--- src/rtl/tbp_pkg.sv ---
package tbp_pkg;
   typedef logic [1:0] ctr2_t;
   localparam ctr2_t CTR_RESET = 2'd1;

   function automatic ctr2_t ctr_step(input ctr2_t c, input logic up);
      ctr2_t r;
      r = c;
      if (up && c != 2'd3) r = c + 2'd1;
      else if (!up && c != 2'd0) r = c - 2'd1;
      return r;
   endfunction

   function automatic logic ctr_dir(input ctr2_t c);
      return c[1];
   endfunction
endpackage

--- src/rtl/tbp_global.sv ---
module tbp_global
   import tbp_pkg::*;
#(
   parameter int ADDR_W  = 16,
   parameter int GHIST_W = 8,
   parameter bit HASH_EN = 1'b1
) (
   input  logic               clk,
   input  logic               rst_n,
   input  logic [ADDR_W-1:0]  pred_addr,
   input  logic               upd_valid,
   input  logic [ADDR_W-1:0]  upd_addr,
   input  logic               upd_taken,
   output logic               pred_dir,
   output logic               upd_dir,
   output logic [GHIST_W-1:0] ghist
);
   localparam int DEPTH = 1 << GHIST_W;

   ctr2_t              ctr_q [DEPTH];
   logic [GHIST_W-1:0] pidx;
   logic [GHIST_W-1:0] uidx;

   generate
      if (HASH_EN) begin : g_hash
         assign pidx = ghist ^ pred_addr[GHIST_W-1:0];
         assign uidx = ghist ^ upd_addr[GHIST_W-1:0];
      end else begin : g_plain
         assign pidx = ghist;
         assign uidx = ghist;
      end
   endgenerate

   assign pred_dir = ctr_dir(ctr_q[pidx]);
   assign upd_dir  = ctr_dir(ctr_q[uidx]);

   always_ff @(posedge clk) begin
      if (!rst_n) begin
         ghist <= '0;
         for (int i = 0; i < DEPTH; i++) ctr_q[i] <= CTR_RESET;
      end else if (upd_valid) begin
         ctr_q[uidx] <= ctr_step(ctr_q[uidx], upd_taken);
         ghist       <= {ghist[GHIST_W-2:0], upd_taken};
      end
   end
endmodule

--- src/rtl/tbp_local.sv ---
module tbp_local
   import tbp_pkg::*;
#(
   parameter int ADDR_W    = 16,
   parameter int LHT_IDX_W = 6,
   parameter int LHIST_W   = 6
) (
   input  logic              clk,
   input  logic              rst_n,
   input  logic [ADDR_W-1:0] pred_addr,
   input  logic              upd_valid,
   input  logic [ADDR_W-1:0] upd_addr,
   input  logic              upd_taken,
   output logic              pred_dir,
   output logic              upd_dir
);
   localparam int LHT_DEPTH = 1 << LHT_IDX_W;
   localparam int CTR_DEPTH = 1 << LHIST_W;

   logic [LHIST_W-1:0]   hist_q [LHT_DEPTH];
   ctr2_t                ctr_q  [CTR_DEPTH];
   logic [LHT_IDX_W-1:0] p_slot;
   logic [LHT_IDX_W-1:0] u_slot;
   logic [LHIST_W-1:0]   p_hist;
   logic [LHIST_W-1:0]   u_hist;

   assign p_slot   = pred_addr[LHT_IDX_W-1:0];
   assign u_slot   = upd_addr[LHT_IDX_W-1:0];
   assign p_hist   = hist_q[p_slot];
   assign u_hist   = hist_q[u_slot];
   assign pred_dir = ctr_dir(ctr_q[p_hist]);
   assign upd_dir  = ctr_dir(ctr_q[u_hist]);

   always_ff @(posedge clk) begin
      if (!rst_n) begin
         for (int i = 0; i < LHT_DEPTH; i++) hist_q[i] <= '0;
         for (int j = 0; j < CTR_DEPTH; j++) ctr_q[j] <= CTR_RESET;
      end else if (upd_valid) begin
         ctr_q[u_hist]  <= ctr_step(ctr_q[u_hist], upd_taken);
         hist_q[u_slot] <= {u_hist[LHIST_W-2:0], upd_taken};
      end
   end
endmodule

--- src/rtl/tbp_chooser.sv ---
module tbp_chooser
   import tbp_pkg::*;
#(
   parameter int GHIST_W = 8
) (
   input  logic               clk,
   input  logic               rst_n,
   input  logic [GHIST_W-1:0] ghist,
   input  logic               upd_valid,
   input  logic               upd_taken,
   input  logic               upd_glob_dir,
   input  logic               upd_loc_dir,
   output logic               use_global
);
   localparam int DEPTH = 1 << GHIST_W;

   ctr2_t ctr_q [DEPTH];
   logic  differ;

   assign use_global = ctr_dir(ctr_q[ghist]);
   assign differ     = upd_glob_dir != upd_loc_dir;

   always_ff @(posedge clk) begin
      if (!rst_n) begin
         for (int i = 0; i < DEPTH; i++) ctr_q[i] <= CTR_RESET;
      end else if (upd_valid && differ) begin
         ctr_q[ghist] <= ctr_step(ctr_q[ghist], upd_glob_dir == upd_taken);
      end
   end
endmodule

--- src/rtl/tbp_predictor.sv ---
module tbp_predictor #(
   parameter int ADDR_W    = 16,
   parameter int GHIST_W   = 8,
   parameter int LHT_IDX_W = 6,
   parameter int LHIST_W   = 6,
   parameter bit HASH_EN   = 1'b1
) (
   input  logic              clk,
   input  logic              rst_n,
   input  logic [ADDR_W-1:0] pred_addr,
   output logic              pred_taken,
   input  logic              upd_valid,
   input  logic [ADDR_W-1:0] upd_addr,
   input  logic              upd_taken
);
   generate
      if (GHIST_W < 2 || GHIST_W > ADDR_W) begin : g_bad_ghist
         $error("tbp_predictor: GHIST_W must be in 2..ADDR_W");
      end
      if (LHIST_W < 2) begin : g_bad_lhist
         $error("tbp_predictor: LHIST_W must be at least 2");
      end
      if (LHT_IDX_W < 1 || LHT_IDX_W > ADDR_W) begin : g_bad_lht
         $error("tbp_predictor: LHT_IDX_W must be in 1..ADDR_W");
      end
   endgenerate

   logic               g_pred, g_upd;
   logic               l_pred, l_upd;
   logic               sel_glob;
   logic [GHIST_W-1:0] ghist_w;

   tbp_global #(.ADDR_W(ADDR_W), .GHIST_W(GHIST_W), .HASH_EN(HASH_EN)) glob_i (
      .clk(clk), .rst_n(rst_n), .pred_addr(pred_addr),
      .upd_valid(upd_valid), .upd_addr(upd_addr), .upd_taken(upd_taken),
      .pred_dir(g_pred), .upd_dir(g_upd), .ghist(ghist_w));

   tbp_local #(.ADDR_W(ADDR_W), .LHT_IDX_W(LHT_IDX_W), .LHIST_W(LHIST_W)) loc_i (
      .clk(clk), .rst_n(rst_n), .pred_addr(pred_addr),
      .upd_valid(upd_valid), .upd_addr(upd_addr), .upd_taken(upd_taken),
      .pred_dir(l_pred), .upd_dir(l_upd));

   tbp_chooser #(.GHIST_W(GHIST_W)) cho_i (
      .clk(clk), .rst_n(rst_n), .ghist(ghist_w),
      .upd_valid(upd_valid), .upd_taken(upd_taken),
      .upd_glob_dir(g_upd), .upd_loc_dir(l_upd), .use_global(sel_glob));

   assign pred_taken = sel_glob ? g_pred : l_pred;
endmodule

--- config.mk ---
export PLATFORM = sky130hd
export DESIGN_NAME = tbp_predictor
export DESIGN_NICKNAME = d
export VERILOG_FILES = /design/src/rtl/tbp_pkg.sv /design/src/rtl/tbp_global.sv /design/src/rtl/tbp_local.sv /design/src/rtl/tbp_chooser.sv /design/src/rtl/tbp_predictor.sv
export SDC_FILE = /design/constraint.sdc
export NUM_CORES = 2
export LEC_CHECK = 0
export BUFFER_PORTS_ARGS = -buffer_cell sky130_fd_sc_hd__buf_2
export CORE_MARGIN = 1.5
export CORE_UTILIZATION = 30
export CTS_CLUSTER_SIZE = 20
export DETAILED_ROUTE_END_ITERATION = 10
export SYNTH_ARGS = -nofsm -noshare
export SYNTH_HDL_FRONTEND = slang
export SYNTH_SLANG_ARGS = --single-unit
--- constraint.sdc ---
create_clock -name clk -period 6.15 [get_ports clk]
set_clock_uncertainty 0.05 [all_clocks]
set_input_delay 0.9225 -clock clk [delete_from_list [all_inputs] [get_ports clk]]
set_output_delay 0.9225 -clock clk [all_outputs]
set_load 0.005 [all_outputs]
==> results_dict.tcl <==
set metrics [dict create \
    hold_violations 0 \
    vias 58500 \
    hold_class "in2reg" \
    cp_max_fo 20 \
    fin_ws_ps 262 \
    wl_per_cell_um 27.1 \
    crit_required_ps 5180 \
    ys_types 84 \
    endpoint_kind "primary output" \
    p_leak_uw 0.0282 \
    ys_ff_latch 1552 \
    grt_max_degree 244 \
    globalRouteOverflowTotal 0 \
    grt_pass1_vias 58100 \
    grt_pass1_wl_um 397000 \
    hpwlAfterDp_um 176000 \
    setup-violations-final 0 \
    fin_tns_setup_ps 0 \
    cts_num_sinks 1552 \
    drtAntennaViolNets 0 \
    cts_resized 0 \
    drive_above_1_share_pct 27.3 \
    clock_path_buffers 3 \
    htreeDepth 4 \
    start_util_pct 30.2 \
    nNetsFinal 6194 \
    synth_ff_type "edfxtp_1" \
    antenna_found_initial 13 \
    worst_ep_arrival_time_ps 4920 \
    synth_area_um2 82900 \
    dieArea_um2 280000 \
    drc 0 \
    syn_nets 6298 \
    synth-edff-count 1536 \
    drt-initial-drc-count 8058 \
    place_inst 9658 \
    max_freq_ghz 0.170 \
    yosysSeqAreaShare_pct 56.0 \
    insertion_delay_ps 850 \
    cts-root-buf "clkbuf_16" \
    cts_tree "yes" \
    rsz0062_at_grt "no" \
    cts_hold_buf 0 \
    fillers 26500 \
    finalCriticalPeriod_ps 5890 \
    worstMarginPinSlew_ps 1430 \
    track_usage_pct 19.0 \
    status "complete, no violations" \
    avgSynthCellArea_um2 13.3 \
    die_width_um 529 \
    async_reset_ff_share_pct 0 \
    io_buffers 20 \
    clk_pin_slew_ps 60 \
    row_count 192 \
    vias_per_cell 5.85 \
    slew_headroom_pct 4.14 \
    layoutNonFillerInstCount 9993 \
    period_share_pct 95.7 \
    ys_warn_count 0 \
    power_density_nw_per_um2 294 \
    cts_buffers 175 \
    area_delta_synth_final_pct 14.9 \
    r2r_start "loc_i.hist_q[57][2]" \
    gp_congestion 0.926 \
    hp-start "upd_valid" \
    synthCells 6256 \
    ioPinCount 37 \
    post-place-ws_ps -320 \
    fp.dieH_um 529 \
    slew_violations 0 \
    totalWireLength_um 271000 \
    core_um2 274000 \
    startpoint_type "register" \
    path_class "reg2out" \
    drt_first_pass_iters 6 \
    max_cap_violations 0 \
    vdd_drop_max_uv 261 \
]
## state kept, by name, summed over array words and instances (netlist names), named ones only
| signal | flops |
|---|---|
| cho_i.ctr_q | 512 |
| glob_i.ghist | 8 |
| loc_i.hist_q | 384 |
| loc_i.ctr_q | 128 |
| glob_i.ctr_q | 512 |
## metal layers
layer  track usage, %  up-vias  wire, um
met4             8.45        6     12500
met1             25.2    29900    103000
li1                 -    24500         -
met2             30.1     3482    127000
met3             3.51      643     27800
met5                0        -        42
## final cells by class
class,instances,area (um^2),area share (%)
tap,3686,4610,4.84
timing repair buffer,525,5210,5.47
clock inverter,110,1160,1.22
antenna,7,17.5,0.0184
multi-input combinational,3877,33200,34.8
clock buffer,215,4570,4.80
inverter,21,78.8,0.0827
sequential,1552,46500,48.8
## where the power goes
part / switching, uW / internal [uW] / leakage, uW
Clock: 4540 / 6080 / 0.00280
Sequential: 144 / 11800 / 0.0139
Combinational: 3590 / 1830 / 0.0115
Total: 8270 / 19800 / 0.0282
## worst paths after layout
path	endpoint	slack [ps]	depth (start not counted)
hold reg to reg	register	790	3
setup reg to reg	loc_i.ctr_q[25][0]	820	18
setup / recovery	pred_taken	260	12
hold / removal	register	600	3
## worst max-delay path, stage by stage, from the launching register on
cell,delay (ps)
dfxtp_4,380
buf_12,170
buf_12,220
mux4_2,550
mux4_2,540
mux4_2,580
mux4_2,550
buf_4,220
o211ai_1,190
buf_4,220
o211ai_1,90
buf_4,170
buf_2,130
## Yosys cell counts (all sizes together) (76+ instances only)
cell type	instances	share of area [%]
clkbuf	532	2.4
mux2i	176	2.1
and3	76	0.57
o31ai	237	2.1
o21ai	324	2.0
nor3	558	4.8
buf	274	2.0
nand3	357	2.2
mux4	560	15
nand2	413	1.9
edfxtp	1536	56
o211ai	224	2.0
nor2	538	2.4
## kinds of logic (layout without fill, tap and decap cells)
group	Yosys count	after routing	share of synthesized area, %
and+or+nand+nor	2058	2058	12.8
DFF	1552	1552	56.0
buffers and inverters	827	871	4.53
adders and majority gates	6	6	0.0905
muxes	772	772	17.8
other	0	7	0
AOI/OAI and AO/OA	1011	1011	8.30
xor gates and xnor gates	30	30	0.389
## timing repair
item | CTS | global route
setup buffers | 3 | 0
endpoints found under the setup margin | 1 | 0
hold endpoints to repair | 0 | 0
## metrics by stage
stage	util [%]	power (uW)	cell area (um^2)	hold slack [ps]
2_1_floorplan	-	15400	82900	724
3_3_place_gp	32.6	17500	89500	770
3_5_place_dp	32.6	17600	89500	780
4_1_cts	34.7	28100	95300	543
5_1_grt	34.7	28800	95300	592
6_report	34.7	28000	95300	600
## cell usage in the layout, fill, tap and decap left out, types with 103 or more instances in the layout
master	count
o21ai_0	319
clkbuf_16	177
edfxtp_1	1536
nor3_2	265
nor3_1	292
nor2_1	518
nand2_1	400
mux4_2	560
mux2i_1	174
o31ai_1	237
nand3_1	352
o211ai_1	224
buf_12	103
buf_4	405
(Power assumes the default switching activity.)
